<file path="config.mk">
export PLATFORM = sky130hd
export DESIGN_NAME = refclk_frac_bank
export DESIGN_NICKNAME = d
export VERILOG_FILES = /design/src/rtl/refclk_frac_bank.sv
export SDC_FILE = /design/constraint.sdc
export NUM_CORES = 1
export LEC_CHECK = 0
export BUFFER_PORTS_ARGS = -buffer_cell sky130_fd_sc_hd__buf_4
export CORE_ASPECT_RATIO = 1.4
export CORE_MARGIN = 2
export CORE_UTILIZATION = 45
export CTS_BUF_LIST = sky130_fd_sc_hd__clkbuf_2 sky130_fd_sc_hd__clkbuf_4 sky130_fd_sc_hd__clkbuf_8
export CTS_CLUSTER_SIZE = 8
export DETAILED_ROUTE_END_ITERATION = 16
export PLACE_DENSITY = 0.66
export SLEW_MARGIN = 30
export SYNTH_ARGS = -nofsm -noshare
export SYNTH_HDL_FRONTEND = slang
export SYNTH_SLANG_ARGS = --single-unit
export TNS_END_PERCENT = 50
</file>
<file path="constraint.sdc">
create_clock -name clk -period 4.1 [get_ports clk]
set_input_delay 0.82 -clock clk [delete_from_list [all_inputs] [get_ports clk]]
set_output_delay 0.82 -clock clk [all_outputs]
set_load 0.02 [all_outputs]
</file>
<file path="src/rtl/refclk_frac_bank.sv">
module refclk_frac_bank #(
  parameter int NCH  = 4,
  parameter int LANE = 8,
  parameter int FW   = 6,
  parameter int NUM  = 18
) (
  input  logic                 clk,
  input  logic                 rst_n,
  input  logic                 wr_en,
  input  logic [1:0]           wr_op,
  input  logic [NCH*LANE-1:0]  wr_data,
  output logic [NCH*LANE-1:0]  rd_data,
  output logic [NCH-1:0]       pulse_out
);
  localparam int RW = NCH * LANE;
  localparam int AW = $clog2((1 << FW) + NUM + 1);
  localparam int GB = LANE - 1;
  localparam logic [LANE-1:0] LANE_RST = LANE'((1 << GB) | NUM);
  localparam logic [AW-1:0] STEP = AW'(NUM);

  logic [RW-1:0] ctrl_q;
  logic [RW-1:0] ctrl_d;
  logic [AW-1:0] acc_q [NCH];
  logic          pulse_q [NCH];

  always_comb begin
    ctrl_d = ctrl_q;
    if (wr_en) begin
      case (wr_op)
        2'b00:   ctrl_d = wr_data;
        2'b01:   ctrl_d = ctrl_q | wr_data;
        2'b10:   ctrl_d = ctrl_q & ~wr_data;
        default: ctrl_d = ctrl_q;
      endcase
    end
  end

  always_ff @(posedge clk) begin
    if (!rst_n) ctrl_q <= {NCH{LANE_RST}};
    else        ctrl_q <= ctrl_d;
  end

  assign rd_data = ctrl_q;

  for (genvar n = 0; n < NCH; n++) begin : g_ch
    logic          gate;
    logic [FW-1:0] frac;
    logic [AW-1:0] f_eff;
    logic [AW-1:0] sum;
    logic          hit;

    assign gate  = ctrl_q[n*LANE + GB];
    assign frac  = ctrl_q[n*LANE +: FW];
    assign f_eff = (AW'(frac) < STEP) ? STEP : AW'(frac);
    assign sum   = acc_q[n] + STEP;
    assign hit   = sum >= f_eff;

    always_ff @(posedge clk) begin
      if (!rst_n || gate) begin
        acc_q[n]   <= '0;
        pulse_q[n] <= 1'b0;
      end else begin
        acc_q[n]   <= hit ? sum - f_eff : sum;
        pulse_q[n] <= hit;
      end
    end

    assign pulse_out[n] = pulse_q[n];
  end
endmodule

</file>
# Word level (Yosys, flattened, before mapping)
# Memories as Yosys holds them, arrays and structs flattened.
# Cells that the tools add are included.
# Widths: inputs -> output; s select.
[word_totals]
regBits = 32
mem_bits_rw = 32
input_bits = 37
out_inout_bits = 36
wordCells = 69
n_memories = 2
[mem_list]
columns = ["name", "words", "word_bits", "rd", "rd_clocked_by_memory_dff", "wr", "line_no", "source"]
rows = [
  ["acc_q", 4, 7, 4, 0, 4, "23", "logic [AW-1:0] acc_q [NCH];"],
  ["pulse_q", 4, 1, 4, 0, 4, "24", "logic pulse_q [NCH];"],
]
[classes]
n_addsub = 8
n_lt_le_gt_ge = 8
eq_ne = 2
mux = 29
n_bitwise = 11
reduce_logical = 8
[ops]
columns = ["operator", "count"]
rows = [
  ["$pmux 32 s3", 1],
  ["$mux 7", 8],
  ["$and 32x32->32", 1],
  ["$not 32->32", 1],
  ["$or 32x32->32", 1],
  ["$add 7x5->7 const B", 4],
  ["$ge 7x6->1", 4],
  ["$sub 7x6->7", 4],
  ["$lt 6x5->1 const B", 4],
  ["$mux 6", 4],
  ["$mux 1", 16],
  ["$or 1x1->1", 8],
  ["$logic_or 1x1->1", 4],
  ["$reduce_bool 3->1", 1],
  ["$eq 2x1->1 const B", 1],
  ["$eq 2x2->1 const B", 1],
  ["$logic_not 2->1", 1],
  ["$reduce_and 2->1", 1],
  ["$logic_not 1->1", 1],
]

# Logic depth before layout (Yosys ltp)
[logic_depth]
word_depth = 5
mapped_depth = 10
depth_no_buf = 10

# Worst setup path after synthesis
# Ideal clock, no wire load.
[synth_path]
path_type = "register -> register"
startpoint = "register ctrl_q[4], in the netlist rd_data[4]"
endpoint = "memory acc_q[0][1] (netlist bit)"
setup_ps = 70
arrival_ps = 2367
required_time_ps = 4030
setup_slack_ps = 1663
stages_incl_launch_ff = 9
path_buffers = 0
synth_period_minus_slack_ps = 2437
cell_sequence = "dfxtp_1 -> o21ai_0 -> a21oi_1 -> ha_1 -> nor2b_4 -> o211a_4 -> o41a_1 -> or3_1 -> a21oi_1"
[synth_rtl]
columns = ["element", "line_no", "source"]
rows = [
  ["start, declared", "21", "logic [RW-1:0] ctrl_q;"],
  ["start signal, assigned", "39", "if (!rst_n) ctrl_q <= {NCH{LANE_RST}};"],
  ["start signal, assigned", "40", "else ctrl_q <= ctrl_d;"],
  ["end, declared", "23", ""],
]

==> impl_summary.txt <==
----------------------------------------------------
[Place]
  RD Place Congestion ... 0.9311
  HPWL after detailed placement ... 9084 um
  I/O Buffers ... 72

[Clock network]
  Clock sink total ... 64
  Buffer cell driving the clock tree root ... sky130_fd_sc_hd__clkbuf_8
  Cts repair resizes ... 0
  Count of buffers added by post-CTS timing repair for setup ... 0
  Deepest clock path buffer count ... 2
  Post-CTS Hold Fix Bufs ... 0
  TritonCTS clock tree ... done
  Clock-pin slew on the worst setup and hold paths ... 70 ps
  Num CTS Buffers ... 9
  Insertion delay of the later-clocked pin in the worst-skew pair ... 350 ps
  H-Tree Level Count ... 3

[Logic synthesis]
  Number of flops mapped to enable cells by yosys ... 0
  Async set-or-reset flop fraction in the synthesized netlist ... 0
  Biggest area consumer among synthesized cells ... sky130_fd_sc_hd__dfxtp_1
  Unique masters post-synth ... 49
  Cell types with the highest counts after synthesis ... sky130_fd_sc_hd__o21ai_0, sky130_fd_sc_hd__dfxtp_1, sky130_fd_sc_hd__inv_1, sky130_fd_sc_hd__a21oi_1, sky130_fd_sc_hd__nand2_1
  Average size of a mapped cell ... 7.908 um^2
  Post-synthesis sequential area ratio ... 0.2732
  Ranking of synthesized cells by area ... sky130_fd_sc_hd__dfxtp_1, sky130_fd_sc_hd__ha_1, sky130_fd_sc_hd__o21ai_0, sky130_fd_sc_hd__a21oi_1, sky130_fd_sc_hd__a211oi_1
  Post-synthesis net count ... 669
  Seq cells post-synth ... 64
  Share of Yosys cell area claimed by the top area cell type ... 0.2732
  Total standard cell area after synthesis ... 4689 um^2
  Top-count cell post-synth ... sky130_fd_sc_hd__o21ai_0
  Yosys warning total ... 0
  Synthesized netlist cell count ... 593
  Most used flip-flop cell after synthesis ... sky130_fd_sc_hd__dfxtp_1

[Floorplan]
  Die Outline Area ... 11270 um^2
  Placeable core region ... 10240 um^2
  Die outline width ... 90.28 um
  Height of the die ... 124.8 um
  Starting Density ... 0.4580
  Number of core rows ... 44
  Top-level port count ... 73

[Critical path]
  Max Fanout on Critical Path ... 8
  Start-to-end type of the worst setup path ... register to register
  Nature of the critical path startpoint ... register
  Crit path required time ... 4380 ps
  Data arrival, critical path ... 2860 ps
  Category of the worst setup path capture point ... register

[STA]
  Number of setup violations in the final report ... 0
  Max_slew headroom ... 0.4425
  Final hold slack ... 475.2 ps
  Fin Clk Skew ... 13.16 ps
  Number of hold-slack violations in the final timing report ... 0
  Unrepaired setup endpoints after global routing ... false
  Shortest period the worst path allows ... 2577 ps
  Final slew viol count ... 0
  Final cycle utilization of the critical path ... 0.6286
  Setup TNS ... 0 ps
  Transition at the pin with the smallest max-transition slack ... 836.3 ps
  Achievable frequency ... 388.0 MHz

[Routing]
  Final antenna-violating net count ... 0
  Total wirelength of the detailed-routed design ... 11800 um
  DRC violation total after the first TritonRoute iteration ... 191
  Post-DR wirelength/cell ... 14.92 um
  DR vias/cell ... 5.665
  Via count ... 4481
  Number of search-and-repair iterations in the first detailed-routing pass ... 4
  DRC errors left ... 0

[GRT]
  Global-route congestion overflow total ... 0
  Maximum number of pins on one net before global-route repair ... 39
  Wire length of the first global-routing pass ... 19880 um
  Total global-route track usage ... 0.2123
  Via count of the first global-routing pass ... 4222
  Antenna violations before repair ... 0

[Final layout]
  Multi-input combinational cell area ... 3085 um^2
  Fraction of layout instances using a drive strength above 1 ... 0.1547
  Finished Core Util ... 0.5436
  Layout area overhead ... 18.70%
  Nets ... 724
  Antenna cell count ... 0
  Fill cell count ... 1025
  Register cell area after layout ... 1281 um^2

[Run status]
  Status ... complete, no violations

[Power and ir drop]
  Static leakage ... 2.444 nW
  Pwr dens ... 410.7 nW/um^2
  Max VDD drop ... 0.1760 mV

[Job]
  Total of max-cap violations ... 0

[Hold path]
  Path class of the lowest-slack min-delay path ... register to register

----------------------------------------------------
-- registers in the layout (all words and copies together), names as in the netlist --
signal,flops
rd_data,32
pulse_q,4
acc_q,28
-- cells by family after synthesis --
kind of cell | after synthesis | share of synthesized area
AOI/OAI and AO/OA | 225 | 0.3074
xor gates and xnor gates | 25 | 0.04669
adders and majority gates | 39 | 0.1105
buffers and inverters | 84 | 0.07044
DFF | 64 | 0.2732
muxes | 1 | 0.002135
and+or+nand+nor | 155 | 0.1897
-- stage by stage --
stage | setup slack, ps | power [mW] | cells | cell area (um^2)
floorplan | 1663 | 1.395 | 593 | 4690
global placement | 1351 | 1.588 | 774 | 5290
detailed placement | 1323 | 1.609 | 775 | 5318
CTS | 1527 | 2.291 | 791 | 5567
global route | 1322 | 2.425 | 791 | 5567
finish | 1523 | 2.286 | 791 | 5567
-- critical path, cell delays in order (launching register included) --
cell,delay [ps]
sky130_fd_sc_hd__dfxtp_1,490
sky130_fd_sc_hd__o21ai_0,140
sky130_fd_sc_hd__a21oi_1,260
sky130_fd_sc_hd__ha_1,290
sky130_fd_sc_hd__nor2b_4,140
sky130_fd_sc_hd__o211a_4,240
sky130_fd_sc_hd__o41a_1,490
sky130_fd_sc_hd__or3_1,340
sky130_fd_sc_hd__a21oi_1,120
-- final cells by class --
cell class / count / area share
clock buffer: 11 / 0.02607
inverter: 54 / 0.03641
timing repair buffer: 74 / 0.1034
clock inverter: 5 / 0.01866
tap: 138 / 0.03102
multi-input combinational: 445 / 0.5543
sequential: 64 / 0.2302
-- placed cells by master (no fill, tap or decap), types with 10 or more instances in the layout --
cell type / count
sky130_fd_sc_hd__clkbuf_8: 10
sky130_fd_sc_hd__nor2_1: 15
sky130_fd_sc_hd__nand4_1: 12
sky130_fd_sc_hd__xor2_1: 11
sky130_fd_sc_hd__and3b_1: 20
sky130_fd_sc_hd__nand3_1: 11
sky130_fd_sc_hd__o31ai_1: 13
sky130_fd_sc_hd__xnor2_1: 14
sky130_fd_sc_hd__a211oi_1: 28
sky130_fd_sc_hd__ha_1: 35
sky130_fd_sc_hd__nand2_1: 39
sky130_fd_sc_hd__buf_4: 73
sky130_fd_sc_hd__inv_1: 54
sky130_fd_sc_hd__a21oi_1: 52
sky130_fd_sc_hd__o21ai_0: 72
sky130_fd_sc_hd__dfxtp_1: 64
sky130_fd_sc_hd__nor2b_1: 25
sky130_fd_sc_hd__a22oi_1: 12
-- layer usage --
layer	routed length (um)	part of all wire	global-route usage
met3	474	0.040	0.04295
met5	0	0	0
met4	299	0.025	0.07873
met1	5073	0.43	0.2533
met2	5954	0.50	0.3737
-- path summary, 6_finish.rpt --
kind                     from     endpoint  slack, ps  depth (start not counted)
hold reg to reg   acc_q[2][0]  acc_q[2][0]        480                          2
setup reg to reg   rd_data[4]  acc_q[0][1]       1520                          8
hold / removal    acc_q[2][0]  acc_q[2][0]        480                          2
setup / recovery   rd_data[4]  acc_q[0][1]       1520                          8
-- report_power, final --
| part | switching (mW) | internal (mW) |
|---|---|---|
| Combinational | 0.512 | 0.383 |
| Sequential | 0.0465 | 0.664 |
| Clock | 0.253 | 0.427 |
| Total | 0.812 | 1.47 |
(Power assumes the default switching activity.)
